===== config.mk =====
export PLATFORM = sky130hd
export DESIGN_NAME = path_alarm_mon
export DESIGN_NICKNAME = d
export VERILOG_FILES = /design/src/rtl/pam_pkg.sv /design/src/rtl/pam_persist.sv /design/src/rtl/pam_ptr_mon.sv /design/src/rtl/pam_febe_acc.sv /design/src/rtl/path_alarm_mon.sv
export SDC_FILE = /design/constraint.sdc
export NUM_CORES = 1
export LEC_CHECK = 0
export BUFFER_PORTS_ARGS = -buffer_cell sky130_fd_sc_hd__buf_2
export CAP_MARGIN = 20
export CELL_PAD_IN_SITES_DETAIL_PLACEMENT = 0
export CELL_PAD_IN_SITES_GLOBAL_PLACEMENT = 2
export CORE_MARGIN = 4
export CORE_UTILIZATION = 34
export CTS_CLUSTER_DIAMETER = 120
export CTS_CLUSTER_SIZE = 10
export DETAILED_ROUTE_END_ITERATION = 8
export HOLD_SLACK_MARGIN = 0.02
export PLACE_DENSITY = 0.88
export SYNTH_ARGS = -nofsm -noshare
export SYNTH_HDL_FRONTEND = slang
export SYNTH_SLANG_ARGS = --single-unit

===== constraint.sdc =====
create_clock -name clk -period 4.2 [get_ports clk]
set_input_delay 0.21 -clock clk [delete_from_list [all_inputs] [get_ports clk]]
set_output_delay 0.21 -clock clk [all_outputs]
set_load 0.03 [all_outputs]

===== src/rtl/pam_pkg.sv =====
package pam_pkg;
  typedef enum logic [1:0] {
    PTR_INVALID  = 2'd0,
    PTR_NORMAL   = 2'd1,
    PTR_NDF      = 2'd2,
    PTR_ALL_ONES = 2'd3
  } ptr_class_e;

  // Far-end error weight: 0..8 taken as is, anything larger is zero.
  function automatic logic [3:0] febe_weight(input logic [7:0] status);
    logic [3:0] field;
    field = status[7:4];
    return (field <= 4'd8) ? field : 4'd0;
  endfunction
endpackage


===== src/rtl/pam_persist.sv =====
module pam_persist #(
  parameter int N = 5
) (
  input  logic clk,
  input  logic rst_n,
  input  logic stb,
  input  logic cond,
  output logic flag,
  output logic flip
);
  localparam int CW = $clog2(N + 1);
  logic [CW-1:0] run;

  always_comb flip = stb && (cond != flag) && (run == CW'(N - 1));

  always_ff @(posedge clk) begin
    if (!rst_n) begin
      run  <= '0;
      flag <= 1'b0;
    end else if (stb) begin
      if (cond == flag) begin
        run <= '0;
      end else if (flip) begin
        flag <= cond;
        run  <= '0;
      end else begin
        run <= run + 1'b1;
      end
    end
  end
endmodule


===== src/rtl/pam_ptr_mon.sv =====
module pam_ptr_mon
  import pam_pkg::*;
#(
  parameter int PTR_W  = 10,
  parameter int LOP_N  = 8,
  parameter int SYNC_N = 3,
  parameter int AIS_N  = 3
) (
  input  logic             clk,
  input  logic             rst_n,
  input  logic             stb,
  input  logic [1:0]       cls,
  input  logic [PTR_W-1:0] value,
  output logic             lop,
  output logic             ais,
  output logic             lop_set_ev,
  output logic             sync_ev,
  output logic             ais_set_ev,
  output logic             ais_ndf_ev
);
  localparam int LW = $clog2(LOP_N + 1);
  localparam int SW = $clog2(SYNC_N + 1);
  localparam int AW = $clog2(AIS_N + 1);

  logic [LW-1:0]    inv_run, ndf_run, inv_nxt, ndf_nxt;
  logic [SW-1:0]    same_run, same_nxt;
  logic [AW-1:0]    ais_run, ais_nxt;
  logic [PTR_W-1:0] last_val;

  always_comb begin
    inv_nxt  = '0;
    ndf_nxt  = '0;
    same_nxt = '0;
    ais_nxt  = '0;
    if (cls == PTR_INVALID)
      inv_nxt = (inv_run == LW'(LOP_N)) ? inv_run : inv_run + 1'b1;
    if (cls == PTR_NDF)
      ndf_nxt = (ndf_run == LW'(LOP_N)) ? ndf_run : ndf_run + 1'b1;
    if (cls == PTR_ALL_ONES)
      ais_nxt = (ais_run == AW'(AIS_N)) ? ais_run : ais_run + 1'b1;
    if (cls == PTR_NORMAL) begin
      if (same_run != '0 && value == last_val)
        same_nxt = (same_run == SW'(SYNC_N)) ? same_run : same_run + 1'b1;
      else
        same_nxt = SW'(1);
    end
  end

  assign lop_set_ev = stb && (inv_nxt == LW'(LOP_N) || ndf_nxt == LW'(LOP_N));
  assign sync_ev    = stb && (same_nxt == SW'(SYNC_N));
  assign ais_set_ev = stb && (ais_nxt == AW'(AIS_N));
  assign ais_ndf_ev = stb && (cls == PTR_NDF);

  always_ff @(posedge clk) begin
    if (!rst_n) begin
      inv_run  <= '0;
      ndf_run  <= '0;
      same_run <= '0;
      ais_run  <= '0;
      last_val <= '0;
      lop      <= 1'b0;
      ais      <= 1'b0;
    end else if (stb) begin
      inv_run  <= inv_nxt;
      ndf_run  <= ndf_nxt;
      same_run <= same_nxt;
      ais_run  <= ais_nxt;
      if (cls == PTR_NORMAL) last_val <= value;
      if (lop_set_ev)   lop <= 1'b1;
      else if (sync_ev) lop <= 1'b0;
      if (ais_set_ev)                  ais <= 1'b1;
      else if (sync_ev || ais_ndf_ev)  ais <= 1'b0;
    end
  end
endmodule


===== src/rtl/pam_febe_acc.sv =====
module pam_febe_acc #(
  parameter int CW = 16
) (
  input  logic          clk,
  input  logic          rst_n,
  input  logic          stb,
  input  logic          clr,
  input  logic [3:0]    weight,
  output logic [CW-1:0] count,
  output logic          sat_hit
);
  logic [CW:0] sum;

  always_comb begin
    sum     = {1'b0, count} + (CW + 1)'(weight);
    sat_hit = stb && sum[CW];
  end

  always_ff @(posedge clk) begin
    if (!rst_n || clr)
      count <= '0;
    else if (stb)
      count <= sum[CW] ? {CW{1'b1}} : sum[CW-1:0];
  end
endmodule


===== src/rtl/path_alarm_mon.sv =====
module path_alarm_mon
  import pam_pkg::*;
#(
  parameter int PTR_W     = 10,
  parameter int CNT_W     = 16,
  parameter int LOP_N     = 8,
  parameter int SYNC_N    = 3,
  parameter int AIS_N     = 3,
  parameter int C2_N      = 5,
  parameter int RDI_N     = 10,
  parameter logic [7:0] C2_EXPECT = 8'h13
) (
  input  logic             clk,
  input  logic             rst_n,
  input  logic             frame_stb,
  input  logic [1:0]       ptr_class,
  input  logic [PTR_W-1:0] ptr_value,
  input  logic [7:0]       c2_byte,
  input  logic [7:0]       g1_byte,
  input  logic             cnt_clr,
  output logic             lop,
  output logic             path_ais,
  output logic             c2_mismatch,
  output logic             path_rdi,
  output logic [CNT_W-1:0] febe_count
);
  logic lop_set_ev, sync_ev, ais_set_ev, ais_ndf_ev;
  logic c2_flip, rdi_flip, sat_hit;
  logic c2_bad, rdi_bit;
  logic [3:0] weight;

  assign c2_bad  = (c2_byte != C2_EXPECT);
  assign rdi_bit = g1_byte[3];
  assign weight  = febe_weight(g1_byte);

  pam_ptr_mon #(.PTR_W(PTR_W), .LOP_N(LOP_N), .SYNC_N(SYNC_N), .AIS_N(AIS_N)) u_ptr (
    .clk(clk), .rst_n(rst_n), .stb(frame_stb), .cls(ptr_class), .value(ptr_value),
    .lop(lop), .ais(path_ais), .lop_set_ev(lop_set_ev), .sync_ev(sync_ev),
    .ais_set_ev(ais_set_ev), .ais_ndf_ev(ais_ndf_ev)
  );

  pam_persist #(.N(C2_N)) u_c2 (
    .clk(clk), .rst_n(rst_n), .stb(frame_stb), .cond(c2_bad),
    .flag(c2_mismatch), .flip(c2_flip)
  );

  pam_persist #(.N(RDI_N)) u_rdi (
    .clk(clk), .rst_n(rst_n), .stb(frame_stb), .cond(rdi_bit),
    .flag(path_rdi), .flip(rdi_flip)
  );

  pam_febe_acc #(.CW(CNT_W)) u_acc (
    .clk(clk), .rst_n(rst_n), .stb(frame_stb), .clr(cnt_clr), .weight(weight),
    .count(febe_count), .sat_hit(sat_hit)
  );
endmodule


==> results.cfg, run 1 <==
[place]
placement.io_buffers = 48
dpl.hpwl_um = 4090
gp_congestion = 0.774

[detailed_routing]
post_drt_via_cell_ratio = 5.04
finalWirelength_um = 5850
route.detailed.wl_per_inst_um = 12.8
ant_nets = 0
routed-via-count = 2309
detailedRoute.firstPassIterationCount = 4
post-route-drc-count = 0
drtIter0Drc = 50

[sta]
max_freq_mhz = 492
setup_viol = 0
fin_worst_skew_ns = 0.00429
rsz0062_at_grt = false
finalSetupTns_ns = 0
final.period_utilization_pct = 48.4
final.min_clock_period_ns = 2.03
slew_viol_final = 0
max_slew_margin_pct = 55.2
max_slew.worst_pin.slew_ns = 0.672
hold_violations = 0

[floorplan]
vert_die_dim_um = 95.6
die-area_mm2 = 0.00914
design.portCount = 52
die_width_um = 95.6
fp.coreArea_mm2 = 0.00737
floorplan.rows = 31
start_util_pct = 35.4

[yosys]
synth_area_per_cell_um2 = 8.34
share_of_the_synthesized_area_in_compound_gates_ao_oa_aoi_oai_pct = 19.4
synth.top_cells.by_count = dfxtp_1, nand2_1, a21oi_1, nor2_1, xor2_1
postSynthRegisterBits = 49
synth_seq_area_share_pct = 37.6
synth_cell_types = 53
syn-instance-count = 313
synth_area_leader = dfxtp_1
post-synth-top-count-cell = dfxtp_1
synth_fa_ha_area_share_pct = 6.52
post_synth_and_or_nand_nor_area_fraction_pct = 24.1
synth_xor_xnor_area_share_pct = 7.05
dominant_combinational_cell_family_by_area_after_synthesis = simple AND/OR/NAND/NOR gates
synth_enable_flop_cells = 0
synth.top_cells.by_area = dfxtp_1, a21oi_1, nand2_1, ha_1, xor2_1
synth_largest_type_area_fraction_pct = 37.6
synth-warning-count = 0
synth_nets = 358
most_used_flip_flop_cell_after_synthesis = dfxtp_1
postSynth.asyncResetShare_pct = 0
syn-cell-area_mm2 = 0.00261
muxShareOfSynthArea_pct = 1.15

[setup_path]
data_required_time_of_the_critical_path_ns = 4.40
critPathCaptureType = register
critPathMaxStageDelay_ns = 0.42
r2r_depth = 6
crit_start = u_acc.count[0]
rr_startpoint = u_acc.count[0]
crit_arrival_ns = 2.23
path_class = reg -> reg
path_cells = ha_1, fa_1, a21o_1, a21o_2, a41o_1, o221a_2
cp_max_fo = 4
cp-start-kind = register
cp_slowest_cell = fa_1
flop_to_flop_setup_slack_ns = 2.17
rr_endpoint = u_acc.count[2]

[pwr]
peakVddDrop_mv = 0.120
post-layout-total-power_uw = 848
power.static_leakage_nw = 1.24
pwr_density_cell_mw_per_mm2 = 280

[clock_network]
post_cts_hold_buffer_count = 0
cts-buffers-inserted = 5
cts_htree_levels = 2
postCtsSetupBuffers = 0
numClockSinks = 49
clk_root_buffer_cell = clkbuf_8
clkTransAtPathRegs_ns = 0.09
clk_path_buf_depth = 2
tritoncts_clock_tree = built
post_cts_resized = 0
clock_insertion_delay_worst_skew_ns = 0.30

[worst_hold_path]
min-delay-start = ptr_value[3]
whs_path_depth = 3
hold_path_end = u_ptr.last_val[3]
hold_class = in -> reg

[grt]
grtUsageTotal_pct = 13.2
pin_count_of_the_biggest_net_entering_global_routing = 33
first_global_vias = 2157
grt_antenna_before_repair = 0
wire_length_of_the_first_global_routing_pass_um = 9690
grt_overflow_total = 0

[flow_run]
maxCapViolCount = 0

[finish]
multi_input_area_mm2 = 0.00152
drive_above_1_share_pct = 18.9
area.growth.synth_to_final_pct = 16.1
fin_nets = 403
layout.area.seq_um2 = 981
num-fill-cells = 805
number_of_antenna_cells_inserted = 0

[run_status]
run_status = finished, final reports clean
[placed cells by master (no fill, tap or decap), drive strengths merged, types with 2 or more instances in the layout]
master  synthesis  routed
a211oi          4       4
a21o            2       2
a21oi          36      36
a311oi          2       2
a31oi           8       8
and2            2       2
and3            2       2
and4            2       2
buf             2      50
clkbuf          9       6
clkinv          0       2
dfxtp          49      49
ha             12      12
inv            13      13
mux2i           3       3
nand2          42      42
nand2b          4       4
nand3          16      16
nand3b          3       3
nand4           2       2
nor2           20      20
nor2b           7       7
nor3           10      10
nor3b           4       4
nor4            3       3
nor4b           2       2
o211ai          2       2
o21ai          10      10
o221a           4       4
o31ai           3       3
xnor2           4       4
xor2           17      17
[how the worst max path moves through the flow]
| stage | to | slack [ns] |
|---|---|---|
| 2_1_floorplan | u_acc.count[2] | 2.13 |
| 3_3_place_gp | u_acc.count[3] | 2.07 |
| 3_5_place_dp | u_acc.count[12] | 2.05 |
| 4_1_cts | u_acc.count[2] | 2.16 |
| 5_1_grt | u_acc.count[12] | 2.11 |
| 6_report | u_acc.count[2] | 2.17 |
[critical path, delay by kind of cell, from the launching register on]
kind / cells / cell delay (ns)
AOI/OAI and AO/OA: 4 / 0.96
adders and majority gates: 2 / 0.65
DFF: 1 / 0.33
[through the flow]
step / setup slack (ns) / hold WS (ns) / cells / util [%] / cell area (µm²)
final: 2.17 / 0.154 / 458 / 41.1 / 3030
after global routing: 2.11 / 0.155 / 458 / 41.1 / 3030
after CTS: 2.16 / 0.145 / 457 / 40.7 / 3000
after detailed placement: 2.05 / 0.460 / 449 / 39.6 / 2920
after global placement: 2.07 / 0.453 / 449 / 39.6 / 2920
after floorplan: 2.13 / 0.332 / 313 / - / 2610
[registers in the layout, summed over array words and instances (netlist names)]
name / cells
u_c2.run: 3
u_ptr.ndf_run: 4
u_ptr.lop: 1
u_rdi.flag: 1
u_ptr.ais: 1
u_ptr.last_val: 10
u_rdi.run: 4
u_acc.count: 16
u_ptr.same_run: 2
u_ptr.inv_run: 4
u_c2.flag: 1
u_ptr.ais_run: 2
[power by group]
part           internal [mW]  leakage, nW  switching, mW
Combinational         0.0363        0.794         0.0538
Clock                  0.116       0.0450          0.161
Sequential             0.473        0.397        0.00719
[routing by layer]
| layer | vias to the layer above | GRT usage [%] | share of wire [%] |
|---|---|---|---|
| li1 | 1194 | - | - |
| met1 | 1074 | 17.8 | 49 |
| met2 | 36 | 21.3 | 46 |
| met3 | 5 | 2.60 | 4.3 |
| met4 | 0 | 3.55 | 0.80 |
| met5 | - | 0 | 0 |
[layout make-up]
class | count | area share, %
clock inverter | 2 | 0.330
inverter | 13 | 1.61
timing repair buffer | 50 | 9.09
sequential | 49 | 32.4
clock buffer | 6 | 2.40
tap | 99 | 4.09
multi-input combinational | 239 | 50.1
[kinds of logic (layout without fill, tap and decap cells)]
family,Yosys count,in the layout
buffers and inverters,25,71
muxes,3,3
xor gates and xnor gates,21,21
DFF,49,49
and+or+nand+nor,124,124
AOI/OAI and AO/OA,78,78
adders and majority gates,13,13
(Power assumes the default switching activity.)
==> inputs of run 2 (changes only) <==
CORE_UTILIZATION = 29   (was 34)
PLACE_DENSITY = 0.8   (was 0.88)
clock period = 1.85 ns   (was 4.2 ns; I/O delays follow)
==> run 2 against run 1 <==
Clock-buffer cell count is 2 higher. Sequential share of layout area is 0.98 points lower. Design area is 3.6% higher. Total power is 130% higher. Sequential power is 130% higher. Combinational power is 130% higher. Final cell count is 4.4% higher. Worst hold slack worse by 0.11 ns. Non-clock buffer count is 11 higher. Fmax is 12% higher. Critical path depth stayed put. Clock skew hardly changed. Critical path type unchanged.
==> results.cfg, run 2 (synthesis results as in run 1) <==
[clock_network]
cts_htree_levels = 2
clkTransAtPathRegs_ns = 0.09
clk_path_buf_depth = 2
cts-buffers-inserted = 5
tritoncts_clock_tree = built
numClockSinks = 49
post_cts_hold_buffer_count = 0
clock_insertion_delay_worst_skew_ns = 0.29
postCtsSetupBuffers = 0
clk_root_buffer_cell = clkbuf_8

[finish]
drive_above_1_share_pct = 22.4
leading_registers_by_flop_count = u_acc.count x16, u_ptr.last_val x10
regMostFlops = u_acc.count
largest_reg_flops = 16
number_of_antenna_cells_inserted = 0
num-fill-cells = 929
multi_input_area_mm2 = 0.00155
post-route-util_pct = 36.0
area.growth.synth_to_final_pct = 20.3
layout.area.seq_um2 = 986
most-common-layout-cells = buf_2, dfxtp_1, nand2_1, a21oi_1, nor2_1
fin_nets = 414
mostFrequentLayoutCell = buf_2

[setup_path]
crit_start = u_acc.count[0]
crit_arrival_ns = 2.00
path_class = reg -> reg
cp-start-kind = register
cp_max_fo = 4
r2r_depth = 6
rr_startpoint = u_acc.count[0]
data_required_time_of_the_critical_path_ns = 2.04
critPathCaptureType = register
rr_endpoint = u_acc.count[1]
flop_to_flop_setup_slack_ns = 0.04

[flow_run]
maxCapViolCount = 0

[worst_hold_path]
whs_path_depth = 3
hold_class = in -> reg
hold_path_end = u_ptr.last_val[7]
min-delay-start = ptr_value[7]

[sta]
max_slew_margin_pct = 62.9
hold_violations = 0
max_freq_mhz = 552
rsz0062_at_grt = true
max_slew.worst_pin.slew_ns = 0.554
final.period_utilization_pct = 98.0
fin_worst_skew_ns = 0.00432
final.min_clock_period_ns = 1.81
slew_viol_final = 0
setup_viol = 0
finalSetupTns_ns = 0
fin_worst_hold_slack_ns = 0.0458

[floorplan]
vert_die_dim_um = 103
floorplan.rows = 34
design.portCount = 52
fp.coreArea_mm2 = 0.00872
die-area_mm2 = 0.0106
start_util_pct = 29.9
die_width_um = 103

[pwr]
p_sw_share_pct = 25.5
combinational_share_of_power_pct = 10.9
share_clk_of_total_power_pct = 32.2
power.static_leakage_nw = 1.29
pwr-share-seq_pct = 56.9
peakVddDrop_mv = 0.278
p_int_mw = 1.43
total_switching_power_uw = 489
pwr_density_cell_mw_per_mm2 = 611

[detailed_routing]
ant_nets = 0
routed-via-count = 2343
finalWirelength_um = 6060
route.detailed.wl_per_inst_um = 12.7
post_drt_via_cell_ratio = 4.90
drtIter0Drc = 70
detailedRoute.firstPassIterationCount = 4
post-route-drc-count = 0

[run_status]
run_status = finished, final reports clean

[grt]
grt_overflow_total = 0
grtUsageTotal_pct = 11.8
wire_length_of_the_first_global_routing_pass_um = 10100
pin_count_of_the_biggest_net_entering_global_routing = 32
grt_antenna_before_repair = 0
first_global_vias = 2149

[place]
placement.io_buffers = 48
gp_congestion = 0.744
dpl.hpwl_um = 4440
-- run 2: changes by cell type in the layout (fill, tap and decap cells not counted), sizes merged --
cell and change:
clkinv -2, buf +11, clkbuf +2
-- run 2: how the worst max path moves through the flow --
stage | end | depth (start not counted)
floorplan | u_acc.count[1] | 6
global placement | u_acc.count[1] | 8
detailed placement | u_acc.count[15] | 8
CTS | u_acc.count[1] | 6
global route | u_acc.count[1] | 6
finish | u_acc.count[1] | 6
-- run 2: area by class of cell --
class | instances | share of cell area, %
Timing Repair Buffer | 61 | 10.8
Tap cell | 108 | 4.30
Inverter | 13 | 1.55
Sequential cell | 49 | 31.4
Clock buffer | 8 | 2.55
Multi-Input combinational cell | 239 | 49.4
-- run 2: repair_timing --
action | in CTS | in global routing
setup endpoints to repair | 4 | 8
gates resized for setup | 0 | 3
pin swaps | 1 | 0
gates cloned | 0 | 0
-- run 2: stage by stage --
stage	area (µm²)	setup slack [ns]	cells	total power, mW
after CTS	3120	0.0332	478	1.96
after floorplan	2630	0.0150	313	1.25
after global placement	3040	-0.0214	470	1.33
after global routing	3140	-0.0186	478	2.03
after detailed placement	3040	-0.0541	470	1.33
final	3140	0.0377	478	1.92
-- run 2: critical path: stages (launching register included) --
cell     delay, ns
dfxtp_4       0.36
ha_4          0.16
fa_2          0.37
a21o_1        0.16
a21o_2        0.19
a41o_1        0.23
o221a_2       0.24
-- run 2: routing by layer --
layer / track usage (%) / share of wire, % / vias up
li1: - / - / 1219
met1: 15.6 / 48 / 1079
met2: 20.0 / 47 / 40
met3: 2.37 / 4.5 / 5
met4: 2.39 / 0.68 / 0
met5: 0 / 0 / -
-- run 2: power groups by stage --
| stage | Clock, mW | Sequential [mW] | Combinational, mW |
|---|---|---|---|
| after CTS | 0.652 | 1.09 | 0.213 |
| after floorplan | 0 | 1.12 | 0.127 |
| after global placement | 0 | 1.12 | 0.211 |
| after global routing | 0.690 | 1.09 | 0.240 |
| final | 0.617 | 1.09 | 0.210 |
| after detailed placement | 0 | 1.12 | 0.213 |
==> inputs of run 3 (changes only) <==
CORE_MARGIN = 5   (was 4)
==> run 3 against run 2 <==
Worst hold slack got worse by 0.011 ns. Sequential share of layout area fell by 1.0 points. Largest cell class unchanged. Fmax rose by 0.59%. Combinational power barely moved. Setup slack improved by 0.011 ns. Sequential power barely moved. Final cell count rose by 1.3%. Register-to-register slack barely moved. Total power rose by 14%. Via count rose by 0.94%.
==> results.cfg, run 3 (synthesis results as in run 1) <==
[sta]
max_slew_margin_pct = 64.1
final.min_clock_period_ns = 1.80
hold_violations = 0
fin_worst_hold_slack_ns = 0.0350
rsz0062_at_grt = true
slew_viol_final = 0
setup_viol = 0
max_freq_mhz = 555
max_slew.worst_pin.slew_ns = 0.536
final.period_utilization_pct = 97.4
fin_worst_skew_ns = 0.00532

[detailed_routing]
post-route-drc-count = 0
route.detailed.wl_per_inst_um = 12.5
post_drt_via_cell_ratio = 4.89
detailroute.wirelength.met2_um = 2850
drtIter0Drc = 84
finalWirelength_um = 6030
met3WireLength_um = 344
detailedRoute.firstPassIterationCount = 4
routed-via-count = 2365
ant_nets = 0
dr.max_layer_used = met4
wl_met1_um = 2770

[grt]
grtUsageTotal_pct = 10.8
grt_overflow_total = 0
first_global_vias = 2179
grt_antenna_before_repair = 0
wire_length_of_the_first_global_routing_pass_um = 10000
pin_count_of_the_biggest_net_entering_global_routing = 32

[clock_network]
clock_insertion_delay_worst_skew_ns = 0.31
clk_path_buf_depth = 2
numClockSinks = 49
clkTransAtPathRegs_ns = 0.10
tritoncts_clock_tree = built
cts_htree_levels = 2
cts-buffers-inserted = 5
clk_root_buffer_cell = clkbuf_8

[flow_run]
maxCapViolCount = 0

[setup_path]
cp-start-kind = register
crit_arrival_ns = 2.00
critPathCaptureType = register
cp_max_fo = 4
critPathMaxStageDelay_ns = 0.36
cp_slowest_cell = dfxtp_4
data_required_time_of_the_critical_path_ns = 2.05
worst_path_dominant_cell_family = compound AO/OA/AOI/OAI gates
path_class = reg -> reg
flop_to_flop_setup_slack_ns = 0.05
path_cells = ha_4, fa_2, a21o_1, a21o_2, a41o_1, o221a_2
cp.buffers_inverters = 0

[pwr]
power.static_leakage_nw = 1.35
total_switching_power_uw = 526
p_int_mw = 1.65
p_sw_share_pct = 24.1
pwr_density_cell_mw_per_mm2 = 672
pwr-share-seq_pct = 50.0
combinational_share_of_power_pct = 9.8
share_clk_of_total_power_pct = 40.2
peakVddDrop_mv = 0.273

[finish]
post-route-util_pct = 37.0
regMostFlops = u_acc.count
leading_registers_by_flop_count = u_acc.count x16, u_ptr.last_val x10
largest_reg_flops = 16
most-common-layout-cells = buf_2, dfxtp_1, nand2_1, a21oi_1, nor2_1
fin_nets = 420
number_of_antenna_cells_inserted = 0
area.growth.synth_to_final_pct = 24.3
drive_above_1_share_pct = 23.7
mostFrequentLayoutCell = buf_2
finish.instance_area_mm2 = 0.00324

[floorplan]
floorplan.rows = 34
fp.coreArea_mm2 = 0.00876
design.portCount = 52
die_width_um = 105
vert_die_dim_um = 105
start_util_pct = 29.8
die-area_mm2 = 0.0110

[place]
placement.io_buffers = 48
post_dp_cell_area_mm2 = 0.00306
gp_congestion = 0.743
dpl.hpwl_um = 4420

[worst_hold_path]
hold_class = in -> reg

[run_status]
run_status = finished, final reports clean
[run 3: path summary, 6_finish.rpt]
path | from | endpoint | cells past startpoint
worst max-delay path | u_acc.count[0] | u_acc.count[1] | 6
worst min-delay path | ptr_value[6] | u_ptr.last_val[6] | 3
worst max register to register | u_acc.count[0] | u_acc.count[1] | 6
worst min register to register | u_ptr.last_val[2] | u_ptr.last_val[2] | 2
[run 3: per-stage QoR]
step / setup TNS, ns / power [mW] / std cells / worst slack, ns
after floorplan: 0 / 1.25 / 313 / 0.0150
after global placement: -0.176 / 1.33 / 473 / -0.0367
after detailed placement: -0.262 / 1.33 / 473 / -0.0525
after CTS: 0 / 2.22 / 484 / 0.0299
after global routing: -0.111 / 2.28 / 484 / -0.0343
final: 0 / 2.18 / 484 / 0.0483
[run 3: what timing repair did]
action | in CTS | in global routing
hold buffers | 3 | 0
setup endpoints to repair | 4 | 7
pin swaps | 1 | 0
hold endpoints to repair | 3 | 0
gates resized for setup | 0 | 3
buffers inserted | 0 | 0
[run 3: layout make-up]
cell class / instances / area (µm²)
inverters: 13 / 48.8
repair buffers: 67 / 390
clock inverters: 2 / 38.8
flip-flops and latches: 49 / 986
well taps: 108 / 135
clock buffers: 6 / 93.8
fillers: 907 / 5520
multi-input cells: 239 / 1550
[run 3: worst register-to-register path, cell delays in order, from the launching register on]
cell	delay, ns
dfxtp_4	0.36
ha_4	0.16
fa_2	0.36
a21o_1	0.16
a21o_2	0.19
a41o_1	0.22
o221a_2	0.24
[run 3: routing by layer]
metal  vias up  GRT usage [%]
met5         -              0
met3         7           3.27
met1      1077           13.2
li1       1236              -
met4         0           3.84
met2        45           17.8
[run 3: power groups by stage]
stage,logic [mW],registers (mW),clock network (mW)
detailed placement,0.211,1.12,0
floorplan,0.127,1.12,0
CTS,0.216,1.09,0.917
global placement,0.211,1.11,0
finish,0.213,1.09,0.875
global route,0.240,1.09,0.949
